### src/rtl/nco_pkg.sv
package nco_pkg;
  localparam int NCO_W = 16;
  typedef logic [NCO_W-1:0] word_t;

  // Effective phase increment: upper-half words are folded by negation.
  function automatic word_t eff_step(input word_t cw);
    word_t s;
    if (cw[NCO_W-1])
      s = word_t'(~cw + word_t'(1));
    else
      s = cw;
    return s;
  endfunction

  // Next phase value, wrapping modulo 2^NCO_W.
  function automatic word_t phase_next(input word_t acc, input word_t step);
    return word_t'(acc + step);
  endfunction
endpackage

### src/rtl/nco_step_decode.sv
module nco_step_decode
  import nco_pkg::*;
(
  input  word_t cword,
  output word_t step
);
  assign step = eff_step(cword);

  // a folded step never exceeds half the phase circle
  always_comb begin
    a_r3_step_bound: assert (step <= word_t'(1 << (NCO_W-1)));
  end
endmodule

### src/rtl/nco_phase_acc.sv
module nco_phase_acc
  import nco_pkg::*;
(
  input  logic  clk,
  input  logic  rst_n,
  input  logic  en,
  input  word_t step,
  output word_t acc,
  output logic  msb_rise
);
  word_t nxt;

  always_comb begin
    nxt      = phase_next(acc, step);
    msb_rise = en & ~acc[NCO_W-1] & nxt[NCO_W-1];
  end

  always_ff @(posedge clk or negedge rst_n) begin
    if (!rst_n)
      acc <= '0;
    else if (!en)
      acc <= '0;
    else
      acc <= nxt;
  end

  // disable clears the phase on the following edge
  a_r4_disable_clears: assert property (@(posedge clk) disable iff (!rst_n)
    !en |=> (acc == '0));

  // a zero step leaves the phase untouched
  a_r5_zero_holds: assert property (@(posedge clk) disable iff (!rst_n)
    (en && step == '0) |=> $stable(acc));
endmodule

### src/rtl/nco_rise_tick.sv
module nco_rise_tick (
  input  logic clk,
  input  logic rst_n,
  input  logic rise_in,
  output logic tick
);
  always_ff @(posedge clk or negedge rst_n) begin
    if (!rst_n)
      tick <= 1'b0;
    else
      tick <= rise_in;
  end
endmodule

### src/rtl/nco_cword_gen.sv
module nco_cword_gen
  import nco_pkg::*;
(
  input  logic                 clk,
  input  logic                 rst_n,
  input  logic                 en,
  input  logic [NCO_W-1:0]     cword,
  output logic                 sq_out,
  output logic                 tick
);
  word_t step;
  word_t acc;
  logic  msb_rise;

  nco_step_decode u_dec (
    .cword (cword),
    .step  (step)
  );

  nco_phase_acc u_acc (
    .clk      (clk),
    .rst_n    (rst_n),
    .en       (en),
    .step     (step),
    .acc      (acc),
    .msb_rise (msb_rise)
  );

  nco_rise_tick u_tick (
    .clk     (clk),
    .rst_n   (rst_n),
    .rise_in (msb_rise),
    .tick    (tick)
  );

  assign sq_out = acc[NCO_W-1];

  // a tick coincides with a 0-to-1 step of the square wave
  a_r6_tick_on_rise: assert property (@(posedge clk) disable iff (!rst_n)
    tick |-> (sq_out && !$past(sq_out)));

  // a tick lasts a single clock
  a_r6_tick_single: assert property (@(posedge clk) disable iff (!rst_n)
    tick |=> !tick);
endmodule

### config.mk
export PLATFORM = sky130hd
export DESIGN_NAME = nco_cword_gen
export DESIGN_NICKNAME = d
export VERILOG_FILES = /design/src/rtl/nco_pkg.sv /design/src/rtl/nco_step_decode.sv /design/src/rtl/nco_phase_acc.sv /design/src/rtl/nco_rise_tick.sv /design/src/rtl/nco_cword_gen.sv
export SDC_FILE = /design/constraint.sdc
export NUM_CORES = 1
export LEC_CHECK = 0
export BUFFER_PORTS_ARGS = -buffer_cell sky130_fd_sc_hd__buf_4
export CORE_UTILIZATION = 45
export DETAILED_ROUTE_END_ITERATION = 8
export GPL_TIMING_DRIVEN = 0
export PLACE_DENSITY = 0.64
export SYNTH_ARGS = -nofsm -noshare
export SYNTH_HDL_FRONTEND = slang
export SYNTH_SLANG_ARGS = --single-unit
### constraint.sdc
create_clock -name clk -period 2.9 [get_ports clk]
set_clock_uncertainty 0.2 [all_clocks]
set_input_delay 0 -clock clk [delete_from_list [all_inputs] [get_ports clk]]
set_output_delay 0 -clock clk [all_outputs]
set_load 0.05 [all_outputs]
==> results.ini, run 1 <==
[status]
outcome=finished, final reports clean

[route]
drt_iter0_markers=33
wl_mm=3.76
vias=1473
first_pass_iters=4
post_drt_wl_per_cell_um=14.7
via_per_inst=5.78
ant_nets=0
drcViolationCount=0

[critical_path]
path_max_fanout=6
rr_startpoint=u_acc.acc[0]$_DFF_PN0_
r2r_setup_slack_ns=0.49
startpoint=cword[2]
crit_required_ns=2.93
r2r_end=u_acc.acc[14]$_DFF_PN0_
critPathCapture=u_acc.acc[14]$_DFF_PN0_
worstSetupEndpointType=register
worstRegToRegCells=8
start_kind=input pin
worstPathArrival_ns=2.58
crit_type=in -> reg

[floorplanning]
die_area_sq_um=3780
start_util_pct=47.4
die_h_um=61.5
io_pins=21
die_w_um=61.5
rows=21
core_sq_um=3360

[power]
p_per_area_nw_per_um2=785
power.leakage_nw=0.851
peakVddDrop_uv=505

[global_routing]
track_usage_pct=22.0
grt_pass1_vias=1480
grt_max_degree=18
grt_overflow=0
grt_pass1_wl_mm=6.18
antenna_found_initial=0

[yosys]
synth-main-ff-cell=dfrtp_1
synth_top_cell_area_share_pct=26.7
seq_area_frac_synth_pct=26.7
synthCells=181
synth-edff-count=0
syn_nets=220
async_flop_share_pct=100
ys_ff_latch=17
ys_types=39
netlist_area_sq_um=1590
postSynthAreaPerCell_sq_um=8.81
yosys_warnings=0
synthTopCellsByArea=dfrtp_1, ha_1, xnor2_1
synth_top_cell_by_area=dfrtp_1

[cts]
cts-root-buf=clkbuf_4
clock_latency_ns=0.30
cts-hold-fix-buffers=4
postCtsSetupBuffers=0
cts_made_buffers=3
cts_sinks=17
clk_pin_slew_ns=0.11
cts_tree=done
clk_path_buf_depth=2
cts_max_level=1
cts_resized=0

[cells_and_area]
drive_gt1_share_pct=15.8
n_antenna_cell=0
final_net_count=249
areaGrowthSynthToFinish_pct=17.2
fin_util_pct=55.5
final_cell_mix=nand2_1, buf_4, ha_1

[worst_hold_path]
hold_path.class=in -> reg

[timing]
relSlewSlack_pct=43.0
worst_pin_slew_ns=0.853
rsz0062_at_grt=false
setup-violations-final=0
max_freq_mhz=392
period_needed_ns=2.55
drv_slew=0
fin_crit_sh_pct=87.9
setup_tns_ns=0
hold_violations=0

[job]
maxCapViolations=0

[place]
gp_congestion=0.856
port_buffers=20
place_hpwl_mm=2.91

## report_power, final
part / internal (mW) / leakage [nW] / total (mW) / switching, mW
sequential: 0.330 / 0.220 / 0.374 / 0.0438
combinational: 0.401 / 0.616 / 0.955 / 0.554
clock: 0.0536 / 0.0150 / 0.138 / 0.0840
## state kept, by name, indices dropped and copies added, names as in the netlist
signal / flops
u_acc.acc: 16
u_tick.tick: 1
## metrics by stage
step | worst slack [ns] | area [sq um] | instances | total power [mW] | hold slack (ns)
after global placement | 0.178 | 1800 | 247 | 1.29 | -0.319
after floorplan | 0.522 | 1590 | 181 | 1.11 | -0.496
after global routing | 0.0848 | 1870 | 255 | 1.60 | 0.145
after CTS | 0.362 | 1870 | 255 | 1.47 | 0.0753
after detailed placement | 0.135 | 1800 | 247 | 1.32 | -0.314
final | 0.351 | 1870 | 255 | 1.47 | 0.0927
## cell usage after synthesis (2+ instances only)
cell type	n
a211oi_1	2
a21o_1	5
a21oi_1	12
and2_1	2
clkbuf_1	2
dfrtp_1	17
ha_1	19
inv_1	7
mux2i_1	3
nand2_1	20
nand2b_1	6
nand3_1	4
nand4_1	5
nor2_1	13
nor3_1	4
nor4_2	2
o211ai_2	2
o21a_1	2
o21ai_0	10
o21bai_1	2
o311ai_2	2
o31ai_1	4
o41ai_1	2
xnor2_1	17
xor2_1	3
## worst min path at each step
stage / start / end / cells past startpoint
floorplan: rst_n / u_acc.acc[0]$_DFF_PN0_ / 0
global placement: rst_n / u_acc.acc[10]$_DFF_PN0_ / 1
detailed placement: rst_n / u_acc.acc[10]$_DFF_PN0_ / 1
CTS: cword[14] / u_acc.acc[15]$_DFF_PN0_ / 6
global route: cword[6] / u_tick.tick$_DFF_PN0_ / 6
finish: cword[14] / u_acc.acc[15]$_DFF_PN0_ / 6
## cells by family after synthesis
family          share of synthesized area (%)
compound gates                           22.7
mux                                      1.88
xor+xnor                                 11.0
buf+inv                                  2.43
flops                                    26.7
fa+ha+maj                                16.2
simple gates                             19.2
## per-layer routing
layer	part of all wire (%)	GRT usage (%)
met5	0	0
met2	48	39.0
met1	47	27.5
met3	4.6	2.94
met4	0.98	6.98
## worst max-delay path, cell delays in order
cell and delay (ns):
buf_4 0.13, nor4_1 0.45, nand2_1 0.17, o41ai_1 0.35, xnor2_1 0.15, ha_1 0.41, nand4_1 0.18, o21ai_0 0.31
o21bai_1 0.13, o311ai_2 0.10, mux2i_1 0.21
## cell type report
class                           instances  area [sq um]
Timing Repair Buffer                   24           190
Fill cell                             329          1500
Inverter                                7          26.3
Buffer                                  3          12.5
Sequential cell                        17           425
Tap cell                               46          57.6
Multi-Input combinational cell        154          1130
Clock buffer                            4          26.3
(Power assumes the default switching activity.)
==> inputs of run 2 (changes only) <==
Settings changed: CTS_BUF_LIST from default to sky130_fd_sc_hd__clkbuf_16, GPL_ROUTABILITY_DRIVEN from default to 0.
==> run 2 against run 1 <==
- die area unchanged
- total power grew 9.8%
- count of clock-buffer cells in the layout decreased by 1
- non-clock buffer count unchanged
- worst hold slack better by 0.050 ns
- sequential power barely moved
==> results.ini, run 2 (synthesis results as in run 1) <==
[global_routing]
grt_max_degree=18
antenna_found_initial=0
grt_pass1_vias=1468
grt_pass1_wl_mm=6.18
grt_overflow=0
track_usage_pct=22.3

[power]
peakVddDrop_uv=555
p_per_area_nw_per_um2=838
finalPower_mw=1.61
power.leakage_nw=0.879

[critical_path]
crit_type=in -> reg
start_kind=input pin
worstPathArrival_ns=2.51
crit_required_ns=2.88
path_max_fanout=6
worstSetupEndpointType=register

[cts]
cts_tree=done
cts_sinks=17
cts_max_level=1
clk_pin_slew_ns=0.05
cts_resized=0
cts-root-buf=clkbuf_16
clk_path_buf_depth=2
clock_latency_ns=0.25
cts_made_buffers=3

[cells_and_area]
fin_util_pct=57.1
top_regs=u_acc.acc (16), u_tick.tick (1)
largest_reg_flops=16
drive_gt1_share_pct=15.8
final_net_count=249
n_antenna_cell=0
final_cell_mix=nand2_1, buf_4, ha_1
nFillCells=319
areaGrowthSynthToFinish_pct=20.5
fin_area_sq_um=1920
regMostFlops=u_acc.acc

[timing]
hold_violations=0
worst_pin_slew_ns=0.859
setup-violations-final=0
period_needed_ns=2.53
setup_tns_ns=0
relSlewSlack_pct=42.6
rsz0062_at_grt=false
fin_crit_sh_pct=87.2
drv_slew=0
max_freq_mhz=395

[status]
outcome=finished, final reports clean

[floorplanning]
io_pins=21
start_util_pct=47.4
rows=21
die_w_um=61.5
die_h_um=61.5
core_sq_um=3360
die_area_sq_um=3780

[job]
maxCapViolations=0

[route]
first_pass_iters=4
post_drt_wl_per_cell_um=14.6
drt_iter0_markers=35
ant_nets=0
vias=1477
drcViolationCount=0
via_per_inst=5.79
wl_mm=3.73

[place]
place_hpwl_mm=2.91
port_buffers=20
placed_cell_area_sq_um=1800

[worst_hold_path]
hold_path.class=in -> reg

run 2: power by group:
| part | switching [mW] | internal [mW] | total, mW |
|---|---|---|---|
| Clock | 0.0984 | 0.183 | 0.282 |
| Sequential | 0.0440 | 0.332 | 0.376 |
| Combinational | 0.552 | 0.401 | 0.952 |
| Total | 0.694 | 0.916 | 1.61 |
run 2: area by class of cell:
type                            count  area [sq um]  share of cell area (%)
Timing Repair Buffer               24           190                    9.90
Inverter                            7          26.3                    1.37
Multi-Input combinational cell    154          1130                    58.8
Sequential cell                    17           425                    22.1
Buffer                              3          12.5                   0.651
Tap cell                           46          57.6                    3.00
Clock buffer                        3          75.1                    3.91
Clock inverter                      1          3.75                   0.195
run 2: what timing repair did:
item                                   CTS  global route
buffers inserted                         0             0
endpoints found under the hold margin   24             0
hold buffers                             4             0
run 2: routing by layer:
metal  part of all wire, %  wire [um]  vias up  GRT usage (%)
met5                     0          0        -              0
li1                      -          -      716              -
met1                    47       1760      707           27.8
met3                   5.0        185        5           4.20
met4                   1.3         47        0           7.94
met2                    47       1740       49           38.4
run 2: final timing paths:
kind                                         start                       to  slack [ns]  cells after the start
setup / recovery                          cword[2]  u_acc.acc[14]$_DFF_PN0_        0.37                     11
hold / removal                           cword[14]  u_acc.acc[15]$_DFF_PN0_        0.14                      6
setup reg to reg            u_acc.acc[0]$_DFF_PN0_  u_acc.acc[14]$_DFF_PN0_        0.50                      8
hold reg to reg            u_acc.acc[15]$_DFF_PN0_    u_tick.tick$_DFF_PN0_        0.28                      1
max in group asynchronous                    rst_n  u_acc.acc[14]$_DFF_PN0_        1.24                      3
min in group asynchronous                    rst_n  u_acc.acc[10]$_DFF_PN0_        0.74                      3
run 2: per-stage QoR:
step	instances	setup slack, ns	hold WS (ns)
2_1_floorplan	181	0.522	-0.496
3_3_place_gp	247	0.178	-0.319
3_5_place_dp	247	0.135	-0.314
4_1_cts	255	0.378	0.136
5_1_grt	255	0.0488	0.209
6_report	255	0.371	0.143
run 2: critical path: stages:
cell and delay [ns]:
buf_4 0.13, nor4_1 0.44, nand2_1 0.17, o41ai_1 0.35, xnor2_1 0.15, ha_1 0.41, nand4_1 0.18, o21ai_0 0.27
o21bai_1 0.11, o311ai_2 0.09, mux2i_1 0.21
==> inputs of run 3 (changes only) <==
Settings changed: ABC_AREA from default to 1, PLACE_DENSITY 0.64 to 0.63.
Clock period 2.9 ns to 2.36 ns, I/O delays scaled along.
==> run 3 against run 2 <==
- die area grew 12%
- via count grew 17%
- clock power grew 29%
- total power grew 32%
- largest power group unchanged
==> results.ini, run 3 <==
[critical_path]
path_max_fanout=5
critPathSlowestCell=ha_1
worstRegToRegCells=11
max_stage_delay_ns=0.31
cp_cell_sequence=buf_4 -> inv_1 -> ha_2 -> nand3_2 -> nor2_4 -> nand3_2 -> nand2_1 -> xor2_1 -> ha_1 -> nand2_2 -> nand2_1 -> nand2_1 -> nand2_1 -> nand2_1 -> nand2_1 -> a21oi_2 -> nand2_1 -> nand2_1 -> nor2_1
crit_required_ns=2.30
cp.depth=19
worstSetupEndpointType=register
critPathTopFamily=simple AND/OR/NAND/NOR gates
crit_type=in -> reg
r2r_end=u_acc.acc[14]$_DFF_PN0_
crit_buf_inv=2
crit_top_cell=nand2_1
start_kind=input pin
critPathCapture=u_acc.acc[15]$_DFF_PN0_
r2r_setup_slack_ns=0.31
startpoint=cword[0]
rr_startpoint=u_acc.acc[0]$_DFF_PN0_
worstPathArrival_ns=2.08

[yosys]
synth-edff-count=0
ys_types=29
synth_common_cells=nand2_1, inv_1, nor2_1
synth_top_cell_by_area=dfrtp_1
yosys_warnings=0
async_flop_share_pct=100
netlist_area_sq_um=1790
synth-main-ff-cell=dfrtp_1
synth_top_cell_area_share_pct=23.8
ys_ff_latch=17
syn_nets=316
seq_area_frac_synth_pct=23.8
synthTopCellsByArea=dfrtp_1, nand2_1, ha_1
synthCells=277
synth_most_common_cell=nand2_1
postSynthAreaPerCell_sq_um=6.45

[power]
peakVddDrop_uv=463
p_switching_mw=1.01
intPower_mw=1.12
p_per_area_nw_per_um2=979
finalPower_mw=2.13
pwr-share-seq_pct=22.0
power.leakage_nw=1.24
swShare_pct=47.6
clock_power_share_pct=17.1
combPwrFrac_pct=60.9

[route]
met3_length_um=195
first_pass_iters=4
ant_nets=0
via_per_inst=4.89
vias=1732
wl_mm=4.33
met1Wirelength_mm=2.23
top_layer=met4
post_drt_wl_per_cell_um=12.2
wl_met2_mm=1.85
drcViolationCount=0
drt_iter0_markers=96

[job]
maxCapViolations=0

[cts]
cts_tree=done
cts_made_buffers=3
cts-root-buf=clkbuf_16
clk_path_buf_depth=2
cts_sinks=17
cts_max_level=1
clk_pin_slew_ns=0.06
clock_latency_ns=0.26

[cells_and_area]
final_cell_mix=nand2_1, inv_1, nor2_1
largest_reg_flops=16
layout_commonest_cell=nand2_1
drive_gt1_share_pct=16.0
top_regs=u_acc.acc (16), u_tick.tick (1)
regMostFlops=u_acc.acc
nFillCells=386
final_net_count=346
areaGrowthSynthToFinish_pct=21.8
n_antenna_cell=0

[global_routing]
grt_max_degree=18
grt_pass1_wl_mm=7.25
grt_overflow=0
grt_pass1_vias=1627
antenna_found_initial=0
track_usage_pct=22.7

[timing]
period_needed_ns=2.13
setup_tns_ns=0
worst_pin_slew_ns=0.886
hold_violations=0
setup-violations-final=0
worst_slack_ns=0.226
relSlewSlack_pct=40.7
max_freq_mhz=469
drv_slew=0
rsz0062_at_grt=false
fin_crit_sh_pct=90.4

[place]
port_buffers=20
place_hpwl_mm=3.34
dp_slack_ns=-0.104

[floorplanning]
start_util_pct=47.8
core_sq_um=3740
die_w_um=65.0
die_h_um=65.0
die_area_sq_um=4230
rows=22
io_pins=21

[worst_hold_path]
hold_path.class=in -> reg
holdPathStages=7

[status]
outcome=finished, final reports clean

## run 3: cell count changes after synthesis, sizes merged, moves of 4 or more
cell / previous run / this run
nand2: 20 / 88
inv: 7 / 49
nor2: 13 / 31
xnor2: 17 / 3
nand3: 4 / 14
xor2: 3 / 11
nand2b: 6 / 0
a21oi: 13 / 18
a21o: 5 / 1
## run 3: repair_timing
item	4_1_cts	5_1_grt
endpoints found under the hold margin	25	0
hold buffers	4	0
endpoints found under the setup margin	0	6
resized for setup	0	12
buffers inserted	0	1
## run 3: cell type report
type                    count  area, sq um  share of cell area, %
multi-input cells         209         1220                   56.1
flip-flops and latches     17          425                   19.5
plain buffers               2         8.76                  0.402
repair buffers             25          198                   9.08
clock buffers               3         75.1                   3.45
inverters                  49          184                   8.44
well taps                  48         60.1                   2.76
clock inverters             1         5.00                  0.230
## run 3: logic make-up after synthesis
logic type	synth area share (%)
buffers and inverters	10.8
AO/OA/AOI/OAI	10.3
flip-flops	23.8
XOR/XNOR	6.86
AND/OR/NAND/NOR	33.9
adder cells (fa/ha/maj)	14.4
## run 3: per-layer routing
metal | GRT usage, % | vias up
met5 | 0 | -
met4 | 4.62 | 0
met3 | 3.70 | 4
met2 | 36.8 | 46
met1 | 31.4 | 762
li1 | - | 920
## run 3: how the worst min path moves through the flow
stage / startpoint / endpoint / slack (ns)
after global routing: cword[7] / u_acc.acc[15]$_DFF_PN0_ / 0.09
after global placement: rst_n / u_acc.acc[2]$_DFF_PN0_ / -0.31
after floorplan: rst_n / u_acc.acc[0]$_DFF_PN0_ / -0.50
after detailed placement: rst_n / u_acc.acc[2]$_DFF_PN0_ / -0.31
after CTS: cword[7] / u_tick.tick$_DFF_PN0_ / 0.05
final: cword[7] / u_tick.tick$_DFF_PN0_ / 0.05
## run 3: worst reg2reg max path, delay by kind of cell (launching register included)
family	cells	cell delay, ns
adders and majority gates	2	0.56
AOI/OAI and AO/OA	1	0.15
and+or+nand+nor	6	0.57
buffers and inverters	2	0.13
DFF	1	0.32
## run 3: through the flow
step | std cells | area [sq um] | hold slack [ns] | util (%)
floorplan | 277 | 1790 | -0.496 | -
global placement | 345 | 2000 | -0.310 | 53.4
detailed placement | 345 | 2000 | -0.311 | 53.4
CTS | 353 | 2120 | 0.0469 | 56.6
global route | 354 | 2180 | 0.0879 | 58.2
finish | 354 | 2180 | 0.0541 | 58.2
## run 3: power by group through the flow
stage               logic (mW)  clock network (mW)  registers (mW)
floorplan                0.899                   0           0.517
CTS                       1.24               0.361           0.467
global route              1.50               0.374           0.481
detailed placement        1.23                   0           0.473
finish                    1.30               0.364           0.469
global placement          1.22                   0           0.468
